<file path="config.mk">
export PLATFORM = sky130hd
export DESIGN_NAME = i2c_eeprom_slave
export DESIGN_NICKNAME = d
export VERILOG_FILES = /design/src/rtl/i2c_eeprom_slave.sv
export SDC_FILE = /design/constraint.sdc
export NUM_CORES = 1
export LEC_CHECK = 0
export ABC_AREA = 1
export BUFFER_PORTS_ARGS = -buffer_cell sky130_fd_sc_hd__buf_2
export CAP_MARGIN = 20
export CORE_AREA = 10 10 91 93
export CTS_CLUSTER_DIAMETER = 200
export DETAILED_ROUTE_END_ITERATION = 6
export DIE_AREA = 0 0 101 103
export GPL_ROUTABILITY_DRIVEN = 0
export MAX_ROUTING_LAYER = met4
export PLACE_DENSITY = 0.77
export SLEW_MARGIN = 15
export SYNTH_ARGS = -nofsm -noshare
export SYNTH_HDL_FRONTEND = slang
export SYNTH_SLANG_ARGS = --single-unit
</file>
<file path="constraint.sdc">
create_clock -name clk -period 1.9 [get_ports clk]
set_input_delay 0.475 -clock clk [delete_from_list [all_inputs] [get_ports clk]]
set_output_delay 0.475 -clock clk [all_outputs]
set_load 0.05 [all_outputs]
</file>
<file path="src/rtl/i2c_eeprom_slave.sv">
module i2c_eeprom_slave #(
  parameter int ADDR_W = 13,
  parameter int PAGE_W = 5,
  parameter logic [3:0] DEV_ID = 4'b1010
) (
  input  logic              clk,
  input  logic              rst_n,
  input  logic              scl_i,
  input  logic              sda_i,
  output logic              sda_oe_n,
  input  logic [2:0]        cs_pins,
  input  logic              busy,
  output logic [ADDR_W-1:0] rd_addr,
  input  logic [7:0]        rd_data,
  output logic              wr_valid,
  output logic [ADDR_W-1:0] wr_addr,
  output logic [7:0]        wr_data,
  output logic              wr_commit
);
  localparam int HI_W = ADDR_W - 8;
  localparam logic [ADDR_W-1:0] A_ONE = 1;
  localparam logic [PAGE_W-1:0] P_ONE = 1;
  localparam logic [2:0] ST_IDLE = 3'd0, ST_CMD = 3'd1, ST_AHI = 3'd2,
                         ST_ALO = 3'd3, ST_WR = 3'd4, ST_RD = 3'd5;

  logic [2:0] scl_sy, sda_sy;
  logic [2:0] state;
  logic [3:0] bitcnt;
  logic [6:0] sr;
  logic [7:0] rdbyte;
  logic [HI_W-1:0] ahi;
  logic [ADDR_W-1:0] addr;
  logic pull, ack_pend, wdone;

  wire scl_s = scl_sy[1], scl_q = scl_sy[2];
  wire sda_s = sda_sy[1], sda_q = sda_sy[2];
  wire scl_rise = scl_s & ~scl_q;
  wire scl_fall = ~scl_s & scl_q;
  wire start_ev = scl_s & scl_q & sda_q & ~sda_s;
  wire stop_ev  = scl_s & scl_q & ~sda_q & sda_s;
  wire [7:0] byte_in = {sr, sda_s};
  wire cmd_ok = (byte_in[7:4] == DEV_ID) && (byte_in[3:1] == cs_pins) && !busy;

  assign sda_oe_n = ~pull;
  assign rd_addr  = addr;

  always_ff @(posedge clk or negedge rst_n) begin
    if (!rst_n) begin
      scl_sy <= 3'b111;
      sda_sy <= 3'b111;
    end else begin
      scl_sy <= {scl_sy[1:0], scl_i};
      sda_sy <= {sda_sy[1:0], sda_i};
    end
  end

  always_ff @(posedge clk or negedge rst_n) begin
    if (!rst_n) begin
      state <= ST_IDLE; bitcnt <= '0; sr <= '0; rdbyte <= '0; ahi <= '0;
      addr <= '0; pull <= 1'b0; ack_pend <= 1'b0; wdone <= 1'b0;
      wr_valid <= 1'b0; wr_addr <= '0; wr_data <= '0; wr_commit <= 1'b0;
    end else begin
      wr_valid  <= 1'b0;
      wr_commit <= 1'b0;
      if (start_ev) begin
        state <= ST_CMD; bitcnt <= '0; pull <= 1'b0; ack_pend <= 1'b0; wdone <= 1'b0;
      end else if (stop_ev) begin
        state <= ST_IDLE; bitcnt <= '0; pull <= 1'b0; ack_pend <= 1'b0;
        wr_commit <= wdone; wdone <= 1'b0;
      end else if (state != ST_IDLE) begin
        if (scl_rise) begin
          if (bitcnt != 4'd8) begin
            sr     <= byte_in[6:0];
            bitcnt <= bitcnt + 4'd1;
            if (bitcnt == 4'd7) begin
              case (state)
                ST_CMD: begin
                  ack_pend <= cmd_ok;
                  state    <= !cmd_ok ? ST_IDLE : (byte_in[0] ? ST_RD : ST_AHI);
                end
                ST_AHI: begin
                  ahi <= byte_in[HI_W-1:0]; ack_pend <= 1'b1; state <= ST_ALO;
                end
                ST_ALO: begin
                  addr <= {ahi, byte_in}; ack_pend <= 1'b1; state <= ST_WR;
                end
                ST_WR: begin
                  wr_valid <= 1'b1; wr_addr <= addr; wr_data <= byte_in;
                  addr     <= {addr[ADDR_W-1:PAGE_W], addr[PAGE_W-1:0] + P_ONE};
                  wdone    <= 1'b1; ack_pend <= 1'b1;
                end
                default: ack_pend <= 1'b0;
              endcase
            end
          end else begin
            bitcnt   <= '0;
            ack_pend <= 1'b0;
            if (state == ST_RD) begin
              if (!sda_s) begin
                rdbyte <= rd_data;
                addr   <= addr + A_ONE;
              end else begin
                state <= ST_IDLE;
              end
            end
          end
        end else if (scl_fall) begin
          if (bitcnt == 4'd8)     pull <= ack_pend;
          else if (state == ST_RD) pull <= ~rdbyte[3'd7 - bitcnt[2:0]];
          else                     pull <= 1'b0;
        end
      end
    end
  end
endmodule


</file>
======== Word level (Yosys, flattened, before mapping) ========
Cells that the tools add are included.
W data, S select, Z words.
storage, ports and cells
  bits in registers ....................... 72
  input bits .............................. 16
  output and inout port bits .............. 37
  logic and storage cells ................. 133
operators by class
  $add $sub $neg .......................... 4
  magnitude comparators ................... 1
  eq/ne operators ......................... 18
  multiplexer cells ....................... 53
  bitwise operators ....................... 16
  reduce and logical (&&, ||, !) cells .... 25
operators by type and width
  operator                 count
  $mux W13                 4
  $mux W1                  30
  $mux W3                  10
  $pmux W13 S2             1
  $reduce_and A7 Y1        3
  $reduce_bool A3 Y1       7
  $mux W4                  5
  $add A13 B1 Y13 const B  1
  $reduce_and A5 Y1        2
  $not A1 Y1               9
  $pmux W3 S3              1
  $reduce_and A9 Y1        1
  $eq A4 B4 Y1 const B     2
  $reduce_and A8 Y1        1
  $reduce_bool A4 Y1       2
  $and A1 B1 Y1            7
  $eq A3 B2 Y1 const B     2
  $eq A3 B3 Y1 const B     2
  $ne A2 B1 Y1 const B     3
  $ne A3 B1 Y1 const B     2
  $ne A6 B3 Y1 const B     1
  $reduce_and A3 Y1        2
  $reduce_and A6 Y1        1
  $add A5 B1 Y5 const B    1
  other kinds (16)         17

======== Longest topological paths before layout ========
Gate-level depths: netlist of the first run.
  depth in word-level cells ............... 11
  depth in mapped cells ................... 12
  gate-level depth less buffers ........... 12

======== Worst setup path before layout of the first run ========
No wires, ideal clock.
  kind .................................... reg-to-reg
  start ................................... register addr[1] (netlist: rd_addr[1])
  end ..................................... register addr[8] (netlist: rd_addr[8])
  library setup time ...................... 0.127 ns
  data arrival time ....................... 1.689 ns
  data required time ...................... 1.773 ns
  slack ................................... 0.083 ns
  stages on the path, launching flop included .. 9
  buffers on the path ..................... 0
  clock period less this slack ............ 1.817 ns
  path through ............................ dfrtp_1 -> ha_1 -> nand2_1 -> nor2_1 -> nand3_1 -> nor2_1 -> o21ai_0 -> nand2_1 -> o21ai_0
on the way
  longest elaborated chain between the ends .. 4
ends and longest elaborated chain
  what                    line  source
  from (decl)             32    logic [ADDR_W-1:0] addr;
  from (signal assigned)  89    addr <= {addr[ADDR_W-1:PAGE_W], addr[PAGE_W-1:0] + P_ONE};
  from (signal assigned)  101   addr <= addr + A_ONE;
  $add A13 B1 Y13         101
  $mux W13                99    if (!sda_s) begin
  $mux W13                98    if (state == ST_RD) begin
  $mux W13                72    if (bitcnt != 4'd8) begin
No other way between the ends. The select of a mux whose other input is x is not followed.
A chain may end at the register's enable or synchronous reset.

======== Final worst setup path of the first run ========
  start ................................... register bitcnt[1]
  end ..................................... register addr[6] (netlist: rd_addr[6])
on the way
  longest elaborated chain between the ends .. 3
  elaborated cells on any way between the ends .. 9
  classes of those cells .................. eq/ne (6); mux (1); reduce/logical (2)
ends and longest elaborated chain
  what                                                 line    source
  from (decl)                                          28      logic [3:0] bitcnt;
  from (signal assigned)                               74      bitcnt <= bitcnt + 4'd1;
  $ne A4 B4 Y1 / $eq A4 B3 Y1 (equally long branches)  72, 75
  $ne A2 B1 Y1 (no line) (tied with other cells)       n/a
  $reduce_and A9 Y1 (no line)                          n/a
Several ways; a longest one is shown, not always the timed one.

==> results.sh, run 1 <==
export IMPL_ioPinCount=53
export IMPL_cts_root_buf="clkbuf_8"
export IMPL_yosys_cell_types_count=33
export IMPL_syn_area_sq_um=3570
export IMPL_grt_pass1_wl_microns=13900
export IMPL_fp_dieH_microns=103
export IMPL_peakVddDrop_v=0.000820
export IMPL_synth_top_family_by_area="simple AND/OR/NAND/NOR gates"
export IMPL_drive_above_1_share_pct=25.5
export IMPL_arrival_ns=2.01
export IMPL_fill_cells=553
export IMPL_finalNonFillerCells=582
export IMPL_drc=0
export IMPL_hold_viol=0
export IMPL_vias=3074
export IMPL_synth_seq_cells=72
export IMPL_p_seq_share_pct=37.9
export IMPL_synthSimpleGateAreaFrac_pct=28.8
export IMPL_overflow=0
export IMPL_clk_latency_ns=0.35
export IMPL_cap_viol_max_count=0
export IMPL_intPower_mw=3.29
export IMPL_totalNegativeSetupSlack_ns=0
export IMPL_final_cell_mix="nand2_1, dfrtp_1, buf_2"
export IMPL_syn_area_per_cell_sq_um=8.35
export IMPL_first_pass_iters=5
export IMPL_dieArea_sq_um=10400
export IMPL_hpwlAfterDp_microns=6040
export IMPL_synth_mux_area_share_pct=2.53
export IMPL_p_comb_share_pct=32.5
export IMPL_finalSetupViolCount=0
export IMPL_clockBufferDepth=2
export IMPL_syn_to_final_growth_pct=21.1
export IMPL_port_buffer_count=52
export IMPL_synth_nets=446
export IMPL_yosysWarnings=0
export IMPL_p_leak_nw=2.17
export IMPL_grt_pass1_vias=3074
export IMPL_finalCritPeriodShare_pct=91.9
export IMPL_fin_skew_ns=0.0102
export IMPL_worstPathRequired_ns=2.16
export IMPL_viasPerCell=5.28
export IMPL_fmax_mhz=572
export IMPL_grt_usage_pct=17.0
export IMPL_switchingPower_mw=2.00
export IMPL_antenna_left=0
export IMPL_pre_cts_ws_ns=0.0581
export IMPL_layout_commonest_cell="nand2_1"
export IMPL_drtIter0Drc=116
export IMPL_seq_area_frac_synth_pct=50.7
export IMPL_core_area_sq_um=6570
export IMPL_synth_fa_ha_area_share_pct=1.05
export IMPL_startpoint_type="register"
export IMPL_worst_pin_slew_ns=0.380
export IMPL_cts_sinks=72
export IMPL_grt_max_degree=39
export IMPL_rsz0062_at_grt="false"
export IMPL_antenna_found_initial=0
export IMPL_whs_ns=0.219
export IMPL_insertedDiodeCount=0
export IMPL_fin_util_pct=65.7
export IMPL_drv_slew=0
export IMPL_h_tree_depth=3
export IMPL_cts_inserted_buffers=9
export IMPL_nets=517
export IMPL_relSlewSlack_pct=74.4
export IMPL_p_clk_share_pct=29.6
export IMPL_cp_max_fo=7
export IMPL_setup_slack_ns=0.153
export IMPL_p_per_area_nw_per_um2=1230
export IMPL_wl_microns=8180
export IMPL_clk_pin_slew_ns=0.07
export IMPL_dp_cells=562
export IMPL_worst_setup_path_end_kind="register"
export IMPL_routedWlPerCell_microns=14.0
export IMPL_synth_cells=427
export IMPL_cts_tree="built"
export IMPL_status="completed"
export IMPL_synth_compound_area_share_pct=9.44
export IMPL_die_w_microns=101
export IMPL_swShare_pct=37.8
export IMPL_rows=30
export IMPL_synth_xor_area_share_pct=0.737
export IMPL_start_util_pct=54.3
export IMPL_finalCriticalPeriod_ns=1.75
export IMPL_critPathKind="reg2reg"
export IMPL_hold_path_class="in2reg"
## registers in the layout (all words and copies together), names as in the netlist
name / flops
ack_pend: 1
ahi: 5
bitcnt: 4
pull: 1
rd_addr: 13
rdbyte: 8
scl_sy: 3
sda_sy: 3
sr: 7
state: 3
wdone: 1
wr_addr: 13
wr_commit: 1
wr_data: 8
wr_valid: 1
## layer usage
layer	share of wire (%)	routed length [microns]	global-route usage (%)	vias up
li1	-	-	-	1523
met1	42	3410	18.6	1444
met2	50	4080	28.9	87
met3	6.7	550	5.03	20
met4	1.7	142	6.32	0
met5	0	0	-	-
## power groups by stage
stage / combinational (mW) / sequential (mW) / clock [mW]
3_3_place_gp: 1.63 / 2.01 / 0
6_report: 1.72 / 2.01 / 1.57
5_1_grt: 1.93 / 2.04 / 1.65
2_1_floorplan: 0.939 / 2.25 / 0
4_1_cts: 1.68 / 2.00 / 1.59
3_5_place_dp: 1.67 / 2.02 / 0
## repair_timing
action / 4_1_cts / 5_1_grt
hold buffers: 1 / 0
buffers inserted: 0 / 4
endpoints found under the setup margin: 0 / 25
hold endpoints to repair: 7 / 0
gates resized for setup: 0 / 9
## worst max-delay path, cell delays in order (launching register included)
cell and delay, ns:
dfrtp_1 0.43, inv_1 0.11, ha_2 0.21, nand3_4 0.13, o21ai_4 0.12, nand3_2 0.12
nor2_4 0.18, buf_4 0.14, nor2_1 0.04, a31oi_1 0.19
## per-stage QoR
step,cell area (sq um),total power [mW]
after floorplan,3570,3.19
after global placement,3980,3.64
after detailed placement,3980,3.69
after CTS,4250,5.27
after global routing,4320,5.62
final,4320,5.30
## Yosys cell counts
library cell | instances | area (sq um)
ha_1 | 3 | 37.5
dfrtp_1 | 66 | 1650
clkbuf_1 | 5 | 18.8
nand4_1 | 4 | 25.0
nand2_4 | 1 | 11.3
nand2_1 | 127 | 477
a22oi_1 | 1 | 7.51
nor2_4 | 3 | 33.8
o21ai_1 | 3 | 15.0
nand3b_1 | 2 | 15.0
a21oi_1 | 6 | 30.0
dfstp_2 | 6 | 158
nor2_8 | 1 | 20.0
nand3_2 | 5 | 50.1
a31oi_1 | 4 | 25.0
nor2_2 | 3 | 18.8
o21ai_0 | 47 | 235
nand3_4 | 2 | 35.0
nand3_1 | 27 | 135
o211ai_1 | 1 | 7.51
inv_2 | 7 | 26.3
nand2_2 | 5 | 31.3
buf_2 | 1 | 5.00
o21ai_4 | 1 | 16.3
mux2_1 | 2 | 22.5
inv_1 | 40 | 150
nor3_1 | 8 | 40.0
buf_6 | 3 | 33.8
nor2_1 | 32 | 120
xor2_1 | 3 | 26.3
mux2_2 | 6 | 67.6
nor3_4 | 1 | 16.3
clkinv_1 | 1 | 3.75
## cell families (layout without fill, tap and decap cells)
kind of cell	after synthesis	in the layout
simple gates	221	221
fa+ha+maj	3	3
compound gates	63	63
flops	72	72
mux	8	8
buf+inv	57	132
xor+xnor	3	3
## final timing paths
check / startpoint / endpoint / slack [ns] / cells after the start
max in group asynchronous: rst_n / sda_sy[1]$_DFF_PN1_ / 0.83 / 3
worst min-delay path: scl_i / scl_sy[0]$_DFF_PN1_ / 0.22 / 1
worst max register to register: bitcnt[1]$_DFFE_PN0P_ / rd_addr[6]$_DFFE_PN0P_ / 0.15 / 9
min in group asynchronous: rst_n / wr_valid$_DFF_PN0_ / 0.52 / 2
worst max-delay path: bitcnt[1]$_DFFE_PN0P_ / rd_addr[6]$_DFFE_PN0P_ / 0.15 / 9
worst min register to register: scl_sy[0]$_DFF_PN1_ / scl_sy[1]$_DFF_PN1_ / 0.36 / 0
## final cells by class
cell class | count | area (sq um) | share of cell area (%)
inverters | 48 | 180 | 4.17
flip-flops and latches | 72 | 1810 | 41.9
clock inverters | 6 | 133 | 3.07
multi-input cells | 298 | 1550 | 35.9
repair buffers | 69 | 419 | 9.71
clock buffers | 9 | 124 | 2.87
well taps | 80 | 100 | 2.32
No activity file was read; power rests on OpenSTA's default activity.
==> run 2: changes to the inputs <==
Settings changed: PLACE_DENSITY 0.77 to 0.86.
==> run 2 against run 1 <==
- combinational power is essentially flat
- clock skew decreased by 0.0020 ns
- routed wire length decreased by 1.2%
- via count down 0.65%
- final area is 1.0% lower
==> results.sh, run 2 (synthesized netlist as in run 1, its figures left out) <==
export IMPL_status="completed"
export IMPL_drv_slew=0
export IMPL_reg2reg_slack_ns=0.14
export IMPL_die_w_microns=101
export IMPL_cts_root_buf="clkbuf_8"
export IMPL_viasPerCell=5.27
export IMPL_final_cell_mix="nand2_1, dfrtp_1, buf_2"
export IMPL_hold_path_class="in2async"
export IMPL_worst_setup_path_end_kind="register"
export IMPL_start_util_pct=54.3
export IMPL_grt_pass1_vias=2981
export IMPL_cap_viol_max_count=0
export IMPL_overflow=0
export IMPL_r2r_end="rd_addr[11]$_DFFE_PN0P_"
export IMPL_clk_pin_slew_ns=0.08
export IMPL_p_leak_nw=2.15
export IMPL_cts_sinks=72
export IMPL_cts_inserted_buffers=9
export IMPL_grt_usage_pct=16.8
export IMPL_fin_util_pct=65.0
export IMPL_drtIter0Drc=126
export IMPL_arrival_ns=2.01
export IMPL_antenna_left=0
export IMPL_syn_to_final_growth_pct=19.8
export IMPL_drive_above_1_share_pct=25.0
export IMPL_hold_viol=0
export IMPL_cp_slowest_cell="dfrtp_1"
export IMPL_vias=3054
export IMPL_rsz0062_at_grt="false"
export IMPL_fill_cells=537
export IMPL_peakVddDrop_v=0.000673
export IMPL_finalSetupViolCount=0
export IMPL_nets=514
export IMPL_regArea_sq_um=1810
export IMPL_finalNonFillerCells=580
export IMPL_wl_microns=8070
export IMPL_first_pass_iters=5
export IMPL_cpMostUsedCell="nor2_1"
export IMPL_p_per_area_nw_per_um2=1210
export IMPL_fmax_mhz=568
export IMPL_multiInputGateArea_sq_um=1540
export IMPL_rr_startpoint="bitcnt[1]$_DFFE_PN0P_"
export IMPL_hpwlAfterDp_microns=6160
export IMPL_routedWlPerCell_microns=13.9
export IMPL_clk_latency_ns=0.35
export IMPL_pre_cts_ws_ns=0.0194
export IMPL_critPathKind="reg2reg"
export IMPL_grt_pass1_wl_microns=13700
export IMPL_layout_commonest_cell="nand2_1"
export IMPL_path_buf_inv=2
export IMPL_ioPinCount=53
export IMPL_setup_slack_ns=0.139
export IMPL_totalNegativeSetupSlack_ns=0
export IMPL_core_area_sq_um=6570
export IMPL_insertedDiodeCount=0
export IMPL_port_buffer_count=52
export IMPL_worstPathRequired_ns=2.15
export IMPL_h_tree_depth=3
export IMPL_startpoint_type="register"
export IMPL_max_stage_delay_ns=0.41
export IMPL_antenna_found_initial=0
export IMPL_cp_cell_sequence="inv_1 > ha_2 > nand3_4 > nand2_2 > nand3_2 > nor2_4 > buf_4 > nand2_1 > nor2_1 > nor2_1"
export IMPL_cp_top_family="simple AND/OR/NAND/NOR gates"
export IMPL_relSlewSlack_pct=63.2
export IMPL_grt_max_degree=34
export IMPL_dp_cells=562
export IMPL_finalCritPeriodShare_pct=92.7
export IMPL_worst_pin_slew_ns=0.551
export IMPL_rows=30
export IMPL_drc=0
export IMPL_finalCriticalPeriod_ns=1.76
export IMPL_clockBufferDepth=2
export IMPL_fin_skew_ns=0.00817
export IMPL_dieArea_sq_um=10400
export IMPL_r2r_cells=10
export IMPL_cts_tree="built"
export IMPL_fp_dieH_microns=103
export IMPL_cp_max_fo=8
export IMPL_holdBufCountCts=0
## run 2: layout make-up
class / instances / share of cell area [%]
Sequential cell: 72 / 42.4
Multi-Input combinational cell: 298 / 36.0
Timing Repair Buffer: 66 / 9.43
Inverter: 48 / 4.22
Clock buffer: 9 / 2.90
Clock inverter: 7 / 2.78
Tap cell: 80 / 2.34
## run 2: layer usage
layer  vias to the layer above  GRT usage (%)  share of wire, %
li1                       1509              -                 -
met3                        14           4.69               7.6
met4                         0           6.86               1.9
met2                       118           27.8                49
met5                         -              -                 0
met1                      1413           18.8                41
## run 2: what timing repair did
item / in CTS / in global routing
setup buffers: 0 / 2
gates resized for setup: 0 / 4
endpoints found under the setup margin: 0 / 16
## run 2: worst max-delay path by stage
stage | startpoint | to | slack [ns] | cells past startpoint
after floorplan | rd_addr[1]$_DFFE_PN0P_ | rd_addr[8]$_DFFE_PN0P_ | 0.08 | 8
after global placement | bitcnt[1]$_DFFE_PN0P_ | rd_addr[7]$_DFFE_PN0P_ | 0.15 | 9
after detailed placement | bitcnt[1]$_DFFE_PN0P_ | rd_addr[7]$_DFFE_PN0P_ | 0.02 | 9
after CTS | bitcnt[1]$_DFFE_PN0P_ | rd_addr[7]$_DFFE_PN0P_ | 0.03 | 9
after global routing | bitcnt[1]$_DFFE_PN0P_ | rd_addr[11]$_DFFE_PN0P_ | 0.01 | 10
final | bitcnt[1]$_DFFE_PN0P_ | rd_addr[11]$_DFFE_PN0P_ | 0.14 | 10
## run 2: metrics by stage
stage | power (mW) | hold WS (ns) | area (sq um)
final | 5.16 | 0.109 | 4270
after global routing | 5.50 | 0.133 | 4270
after CTS | 5.17 | 0.113 | 4240
after detailed placement | 3.69 | 0.347 | 4000
after floorplan | 3.19 | 0.179 | 3570
after global placement | 3.63 | 0.346 | 4000
## run 2: power by group
part | internal [mW] | switching [mW] | total, mW | leakage, nW
sequential | 1.77 | 0.235 | 2.01 | 0.950
clock | 0.873 | 0.591 | 1.46 | 0.116
combinational | 0.518 | 1.17 | 1.69 | 1.09
total | 3.16 | 2.00 | 5.16 | 2.15
